--- src/rtl/mc_pkg.sv ---
package mc_pkg;
    typedef enum logic [2:0] {
        ST_I = 3'd0,
        ST_S = 3'd1,
        ST_E = 3'd2,
        ST_O = 3'd3,
        ST_M = 3'd4
    } cst_e;

    typedef enum logic [1:0] {
        OP_RD    = 2'd0,
        OP_RFO   = 2'd1,
        OP_EVICT = 2'd2,
        OP_NOP   = 2'd3
    } cop_e;

    typedef enum logic [1:0] {
        SRC_NONE = 2'd0,
        SRC_MEM  = 2'd1,
        SRC_PEER = 2'd2
    } csrc_e;

    function automatic logic is_dirty(cst_e s);
        return (s == ST_M) || (s == ST_O);
    endfunction
endpackage

--- src/rtl/mc_xact.sv ---
// Resolves one request against the requester's and peer's current states.
module mc_xact
    import mc_pkg::*;
(
    input  logic  act_i,
    input  cop_e  op_i,
    input  cst_e  own_i,
    input  cst_e  peer_i,
    output cst_e  own_o,
    output cst_e  peer_o,
    output csrc_e src_o,
    output logic  mem_rd_o,
    output logic  mem_wb_o
);
    always_comb begin
        own_o    = own_i;
        peer_o   = peer_i;
        src_o    = SRC_NONE;
        mem_rd_o = 1'b0;
        mem_wb_o = 1'b0;
        if (act_i) begin
            case (op_i)
                OP_RD: begin
                    if (own_i == ST_I) begin
                        case (peer_i)
                            ST_I: begin
                                own_o    = ST_E;
                                src_o    = SRC_MEM;
                                mem_rd_o = 1'b1;
                            end
                            ST_M, ST_O: begin
                                own_o  = ST_S;
                                peer_o = ST_O;
                                src_o  = SRC_PEER;
                            end
                            default: begin
                                own_o  = ST_S;
                                peer_o = ST_S;
                                src_o  = SRC_PEER;
                            end
                        endcase
                    end
                end
                OP_RFO: begin
                    if (own_i == ST_I) begin
                        own_o  = ST_M;
                        peer_o = ST_I;
                        if (peer_i == ST_I) begin
                            src_o    = SRC_MEM;
                            mem_rd_o = 1'b1;
                        end else begin
                            src_o = SRC_PEER;
                        end
                    end else if (own_i != ST_M) begin
                        own_o  = ST_M;
                        peer_o = ST_I;
                    end
                end
                OP_EVICT: begin
                    mem_wb_o = is_dirty(own_i);
                    own_o    = ST_I;
                end
                default: ;
            endcase
        end
    end
endmodule

--- src/rtl/mc_dir.sv ---
// Per-line, per-agent state store with two ordered write slots.
module mc_dir
    import mc_pkg::*;
#(
    parameter int NLINES = 4,
    localparam int LW = (NLINES > 1) ? $clog2(NLINES) : 1
) (
    input  logic                         clk_i,
    input  logic                         rst_ni,
    input  logic                         wa_en_i,
    input  logic [LW-1:0]                wa_line_i,
    input  logic [1:0][2:0]              wa_st_i,
    input  logic                         wb_en_i,
    input  logic [LW-1:0]                wb_line_i,
    input  logic [1:0][2:0]              wb_st_i,
    output logic [NLINES-1:0][1:0][2:0]  tbl_o
);
    logic [NLINES-1:0][1:0][2:0] st_d, st_q;

    always_comb begin
        st_d = st_q;
        if (wa_en_i) st_d[wa_line_i] = wa_st_i;
        if (wb_en_i) st_d[wb_line_i] = wb_st_i;
    end

    always_ff @(posedge clk_i) begin
        if (!rst_ni) st_q <= '0;
        else         st_q <= st_d;
    end

    assign tbl_o = st_q;

    for (genvar g = 0; g < NLINES; g++) begin : g_line_chk
        assert_no_dual_mod_R9: assert property (@(posedge clk_i) disable iff (!rst_ni)
            !(st_q[g][0] == ST_M && st_q[g][1] == ST_M))
            else $error("line %0d Modified in both agents", g);
        assert_excl_agent0_R3: assert property (@(posedge clk_i) disable iff (!rst_ni)
            (st_q[g][0] == ST_M || st_q[g][0] == ST_E) |-> st_q[g][1] == ST_I)
            else $error("line %0d: agent0 exclusive while agent1 holds a copy", g);
        assert_excl_agent1_R3: assert property (@(posedge clk_i) disable iff (!rst_ni)
            (st_q[g][1] == ST_M || st_q[g][1] == ST_E) |-> st_q[g][0] == ST_I)
            else $error("line %0d: agent1 exclusive while agent0 holds a copy", g);
        assert_single_owner_R4: assert property (@(posedge clk_i) disable iff (!rst_ni)
            !(st_q[g][0] == ST_O && st_q[g][1] == ST_O))
            else $error("line %0d Owned in both agents", g);
    end
endmodule

--- src/rtl/mc_arb.sv ---
// Picks which port is applied first; alternates after each same-line collision.
module mc_arb (
    input  logic       clk_i,
    input  logic       rst_ni,
    input  logic [1:0] valid_i,
    input  logic       same_line_i,
    output logic       win_o,
    output logic       both_o
);
    logic rr_d, rr_q;

    always_comb begin
        both_o = valid_i[0] & valid_i[1];
        rr_d   = rr_q;
        if (both_o) begin
            win_o = rr_q;
            if (same_line_i) rr_d = ~rr_q;
        end else begin
            win_o = valid_i[1];
        end
    end

    always_ff @(posedge clk_i) begin
        if (!rst_ni) rr_q <= 1'b0;
        else         rr_q <= rr_d;
    end

    assert_rr_flip_R9: assert property (@(posedge clk_i) disable iff (!rst_ni)
        (valid_i == 2'b11 && same_line_i) |=> rr_q != $past(rr_q))
        else $error("priority did not alternate after a collision");
    assert_rr_hold_R10: assert property (@(posedge clk_i) disable iff (!rst_ni)
        !(valid_i == 2'b11 && same_line_i) |=> $stable(rr_q))
        else $error("priority moved without a collision");
endmodule

--- src/rtl/moesi_pair_tracker.sv ---
module moesi_pair_tracker
    import mc_pkg::*;
#(
    parameter int NLINES = 4,
    localparam int LW = (NLINES > 1) ? $clog2(NLINES) : 1
) (
    input  logic                 clk_i,
    input  logic                 rst_ni,
    input  logic [1:0]           req_valid_i,
    input  logic [1:0][1:0]      req_op_i,
    input  logic [1:0][LW-1:0]   req_line_i,
    output logic [1:0]           resp_valid_o,
    output logic [1:0][2:0]      resp_state_o,
    output logic [1:0][1:0]      resp_src_o,
    output logic [1:0]           mem_rd_o,
    output logic [1:0]           mem_wb_o,
    output logic [1:0][LW-1:0]   mem_line_o,
    input  logic [LW-1:0]        qry_line_i,
    output logic [1:0][2:0]      qry_state_o
);
    typedef struct packed {
        logic [1:0]         vld;
        logic [1:0][2:0]    st;
        logic [1:0][1:0]    src;
        logic [1:0]         rd;
        logic [1:0]         wb;
        logic [1:0][LW-1:0] ln;
    } rsp_t;

    rsp_t rsp_d, rsp_q;
    logic [NLINES-1:0][1:0][2:0] tbl;
    logic win, lose, both, same_line, collide;

    // slot A: first-applied request, slot B: second
    logic          act_a, act_b;
    logic [LW-1:0] line_a, line_b;
    cop_e          op_a, op_b;
    cst_e          own_a, peer_a, own_b, peer_b;
    cst_e          own_na, peer_na, own_nb, peer_nb;
    csrc_e         src_a, src_b;
    logic          rd_a, wb_a, rd_b, wb_b;
    logic [1:0][2:0] wa_st, wb_st;

    assign same_line = (req_line_i[0] == req_line_i[1]);

    mc_arb u_arb (
        .clk_i       (clk_i),
        .rst_ni      (rst_ni),
        .valid_i     (req_valid_i),
        .same_line_i (same_line),
        .win_o       (win),
        .both_o      (both)
    );

    assign lose = ~win;

    always_comb begin
        act_a  = req_valid_i[win];
        line_a = req_line_i[win];
        op_a   = cop_e'(req_op_i[win]);
        own_a  = cst_e'(tbl[line_a][win]);
        peer_a = cst_e'(tbl[line_a][lose]);
    end

    mc_xact u_xa (
        .act_i (act_a), .op_i (op_a), .own_i (own_a), .peer_i (peer_a),
        .own_o (own_na), .peer_o (peer_na), .src_o (src_a),
        .mem_rd_o (rd_a), .mem_wb_o (wb_a)
    );

    always_comb begin
        act_b   = both;
        line_b  = req_line_i[lose];
        op_b    = cop_e'(req_op_i[lose]);
        collide = both && same_line;
        if (collide) begin
            own_b  = peer_na;
            peer_b = own_na;
        end else begin
            own_b  = cst_e'(tbl[line_b][lose]);
            peer_b = cst_e'(tbl[line_b][win]);
        end
    end

    mc_xact u_xb (
        .act_i (act_b), .op_i (op_b), .own_i (own_b), .peer_i (peer_b),
        .own_o (own_nb), .peer_o (peer_nb), .src_o (src_b),
        .mem_rd_o (rd_b), .mem_wb_o (wb_b)
    );

    always_comb begin
        wa_st       = '0;
        wa_st[win]  = own_na;
        wa_st[lose] = peer_na;
        wb_st       = '0;
        wb_st[lose] = own_nb;
        wb_st[win]  = peer_nb;

        rsp_d = '0;
        if (act_a) begin
            rsp_d.vld[win] = 1'b1;
            rsp_d.st[win]  = own_na;
            rsp_d.src[win] = src_a;
            rsp_d.rd[win]  = rd_a;
            rsp_d.wb[win]  = wb_a;
            rsp_d.ln[win]  = line_a;
        end
        if (act_b) begin
            rsp_d.vld[lose] = 1'b1;
            rsp_d.st[lose]  = own_nb;
            rsp_d.src[lose] = src_b;
            rsp_d.rd[lose]  = rd_b;
            rsp_d.wb[lose]  = wb_b;
            rsp_d.ln[lose]  = line_b;
        end
    end

    mc_dir #(.NLINES(NLINES)) u_dir (
        .clk_i     (clk_i),
        .rst_ni    (rst_ni),
        .wa_en_i   (act_a),
        .wa_line_i (line_a),
        .wa_st_i   (wa_st),
        .wb_en_i   (act_b),
        .wb_line_i (line_b),
        .wb_st_i   (wb_st),
        .tbl_o     (tbl)
    );

    always_ff @(posedge clk_i) begin
        if (!rst_ni) rsp_q <= '0;
        else         rsp_q <= rsp_d;
    end

    assign resp_valid_o = rsp_q.vld;
    assign resp_state_o = rsp_q.st;
    assign resp_src_o   = rsp_q.src;
    assign mem_rd_o     = rsp_q.rd;
    assign mem_wb_o     = rsp_q.wb;
    assign mem_line_o   = rsp_q.ln;
    assign qry_state_o  = tbl[qry_line_i];

    for (genvar p = 0; p < 2; p++) begin : g_port_chk
        assert_resp_latency_R2: assert property (@(posedge clk_i) disable iff (!rst_ni)
            req_valid_i[p] |=> resp_valid_o[p])
            else $error("port %0d response missing one cycle after request", p);
        assert_no_spurious_R1: assert property (@(posedge clk_i) disable iff (!rst_ni)
            !req_valid_i[p] |=> !resp_valid_o[p] && !mem_rd_o[p] && !mem_wb_o[p])
            else $error("port %0d activity without a request", p);
        assert_memrd_src_R2: assert property (@(posedge clk_i) disable iff (!rst_ni)
            mem_rd_o[p] |-> resp_src_o[p] == SRC_MEM && resp_state_o[p] != ST_I)
            else $error("port %0d memory read with wrong source/state", p);
        assert_fwd_nomem_R4: assert property (@(posedge clk_i) disable iff (!rst_ni)
            resp_src_o[p] == SRC_PEER |-> !mem_rd_o[p] && !mem_wb_o[p])
            else $error("port %0d peer forward touched memory", p);
        assert_wb_invalid_R8: assert property (@(posedge clk_i) disable iff (!rst_ni)
            mem_wb_o[p] |-> resp_state_o[p] == ST_I && resp_src_o[p] == SRC_NONE)
            else $error("port %0d writeback without ending Invalid", p);
    end
endmodule

--- config.mk ---
export PLATFORM = sky130hd
export DESIGN_NAME = moesi_pair_tracker
export DESIGN_NICKNAME = d
export VERILOG_FILES = /design/src/rtl/mc_pkg.sv /design/src/rtl/mc_xact.sv /design/src/rtl/mc_dir.sv /design/src/rtl/mc_arb.sv /design/src/rtl/moesi_pair_tracker.sv
export SDC_FILE = /design/constraint.sdc
export NUM_CORES = 1
export LEC_CHECK = 0
export CAP_MARGIN = 20
export CORE_MARGIN = 8
export CORE_UTILIZATION = 50
export DETAILED_ROUTE_END_ITERATION = 7
export PLACE_DENSITY = 0.71
export SKIP_LAST_GASP = 1
export SLEW_MARGIN = 0
export SYNTH_ARGS = -nofsm -noshare
export SYNTH_HDL_FRONTEND = slang
export SYNTH_SLANG_ARGS = --single-unit
--- constraint.sdc ---
create_clock -name clk_i -period 4.2 [get_ports clk_i]
set_input_delay 1.26 -clock clk_i [delete_from_list [all_inputs] [get_ports clk_i]]
set_output_delay 1.26 -clock clk_i [all_outputs]
set_load 0.1 [all_outputs]
==> results.json <==
{
  "crit_required_ps": 4400,
  "grtUsageTotal_pct": 30.64,
  "rsz0062_at_grt": "no",
  "cp-end-kind": "flop",
  "min_period_ps": 4081,
  "rows": 33,
  "cts_htree_levels": 2,
  "place_congestion": 1.046,
  "port_buffers": 39,
  "synth.most_common_cell": "nor2_1",
  "ant_nets": 0,
  "synth_area_leaders": "dfxtp_1 20%, mux4_2 11%, mux2i_1 8.0%",
  "ys.flop_type": "dfxtp_1",
  "ys_seq_elements": 43,
  "cp.arrival_ps": 4280,
  "hold_path_class": "flop to flop",
  "first_pass_iters": 6,
  "drt_iter0_drc": 521,
  "synth_cells": 518,
  "synth_top_area_share_pct": 20.26,
  "synth-async-reset-ratio_pct": 0,
  "post-route-period-util_pct": 97.16,
  "ys_types": 76,
  "grt_pass1_wl_um": 27990,
  "hpwl_um": 13920,
  "ys_warn_count": 0,
  "synth-edff-count": 0,
  "max_freq_mhz": 245.1,
  "yosysTopAreaCell": "dfxtp_1",
  "rr_worst_depth": 10,
  "wl_per_cell_um": 23.57,
  "holdPathStages": 2,
  "drv_slew": 0,
  "finish.instance_area_um2": 5937,
  "placed_cells": 757,
  "pin_count": 40,
  "critical_path_class": "input port to flop",
  "worstSkewPairLatency_ps": 310,
  "r2r_slack_ps": 890,
  "start_util_pct": 51.71,
  "antenna_found_initial": 0,
  "skew_ps": 16.70,
  "final_util_pct": 72.26,
  "nFillCells": 633,
  "totalWireLength_um": 18150,
  "grt_start_max_net_pins": 25,
  "drc": 0,
  "clkTransAtPathRegs_ps": 100,
  "clock_path_buffers": 2,
  "drive_gt1_share_pct": 33.53,
  "setup_ws_ps": 119.3,
  "cts_tree": "built",
  "layout.cells.non_filler": 770,
  "irDropWorstVdd_uv": 227.0,
  "synthesis.nets": 532,
  "nNetsFinal": 678,
  "areaGrowthSynthToFinish_pct": 39.72,
  "synth_area_um2": 4249,
  "overflow": 0,
  "setup-violations-final": 0,
  "ctsRootBufferMaster": "clkbuf_8",
  "die_x_um": 108.2,
  "core_um2": 8217,
  "hold_violations": 0,
  "antenna_cells": 0,
  "vias": 5230,
  "drt-vias-per-instance": 6.792,
  "syn_area_per_cell_um2": 8.203,
  "grt_pass1_vias": 4947,
  "cap_violations": 0,
  "regArea_um2": 860.8,
  "multi_input_area_um2": 3298,
  "cts.sinks": 43,
  "numCtsBuffers": 5,
  "die_area_um2": 11700,
  "worst_pin_slew_ps": 983.2,
  "yosysSeqAreaShare_pct": 20.26,
  "pwr_density_cell_nw_per_um2": 295.5,
  "relSlewSlack_pct": 34.25,
  "placed_area_um2": 5617,
  "p_leak_nw": 2.387,
  "synthTopCellsByCount": "66 x nor2_1, 43 x dfxtp_1, 43 x nand2_1, 39 x a21oi_1, 34 x mux2i_1",
  "path_max_fanout": 8,
  "critPathLaunchType": "input port",
  "dp_slack_ps": -453.1,
  "outcome": "finished, final reports clean",
  "die_h_um": 108.2
}
-- final timing paths --
path                                            startpoint                          to
worst max register to register  u_dir.tbl_o[19]$_SDFF_PN0_  u_dir.tbl_o[10]$_SDFF_PN0_
worst min-delay path            u_dir.tbl_o[12]$_SDFF_PN0_  u_dir.tbl_o[12]$_SDFF_PN0_
worst max-delay path                        req_valid_i[1]  u_dir.tbl_o[10]$_SDFF_PN0_
worst min register to register  u_dir.tbl_o[12]$_SDFF_PN0_  u_dir.tbl_o[12]$_SDFF_PN0_
-- routing by layer --
metal	wire length, µm	global-route usage, %
met1	6948	40.88
met2	8132	47.08
met3	2270	5.830
met4	796	13.38
met5	0	0
-- cell type report --
class	instances	share of cell area, %
clock inverter	2	0.6533
clock buffer	6	1.391
multi-input combinational	431	55.55
timing repair buffer	175	25.18
tap	105	2.213
sequential	43	14.50
inverter	8	0.5058
-- kinds of logic after synthesis --
family	after synthesis	share of synthesized area (%)
and+or+nand+nor	196	22.62
AOI/OAI and AO/OA	172	30.18
muxes	60	20.91
buffers and inverters	44	5.418
DFF	43	20.26
xor gates and xnor gates	3	0.6185
-- power by group --
| group | total (W) | switching [W] | internal (W) |
|---|---|---|---|
| clock network | 0.000360 | 0.000164 | 0.000196 |
| registers | 0.000490 | 0.0000551 | 0.000434 |
| logic | 0.000905 | 0.000520 | 0.000385 |
| total | 0.00175 | 0.000739 | 0.00102 |
-- sequential cells by signal, indices dropped and copies added, names as in the netlist --
register,count
mem_line_o,4
mem_rd_o,1
mem_wb_o,2
resp_src_o,3
resp_state_o,6
resp_valid_o,2
u_arb.rr_q,1
u_dir.tbl_o,24
-- through the flow --
stage          power [W]  TNS, ps  hold WS [ps]
2_1_floorplan  0.0009759        0         565.7
3_3_place_gp    0.001322    -9206         638.2
3_5_place_dp    0.001332   -11570         658.2
4_1_cts         0.001687        0         672.0
5_1_grt         0.001818        0         715.1
6_report        0.001754        0         691.0
-- cells in the final DEF (no fill, tap or decap), drive strengths merged, types with 3 or more instances in the layout --
master	instances
buf	142
nor2	67
nand2	43
dfxtp	43
a21oi	40
mux2i	34
a211oi	29
clkdlybuf4s50	28
mux4	22
nor3	20
o21ai	20
nand3	18
o31ai	15
and3	13
o22ai	11
inv	9
nor2b	8
and2	7
clkbuf	7
o211ai	5
a21boi	5
mux2	4
o21a	4
dlymetal6s2s	4
a31oi	4
a21o	3
xnor2	3
a211o	3
nand4	3
a221oi	3
a32o	3
o32ai	3
nand2b	3
o2111ai	3
a2111oi	3
-- worst max-delay path, cell delays in order --
cell	delay (ps)
clkdlybuf4s50_1	480
inv_1	80
buf_4	180
buf_4	140
nor3_1	370
o2111a_1	310
nor2_2	60
a32o_2	270
o32ai_4	430
a31oi_2	180
a211oi_4	250
buf_6	170
o21ai_1	80
-- repair_timing --
action,in CTS,in global routing
pin swaps,0,15
buffers inserted,0,7
cloned,0,0
setup endpoints to repair,24,26
resized for setup,3,39
hold buffers,0,0
Power figures use the tool's default switching activity.
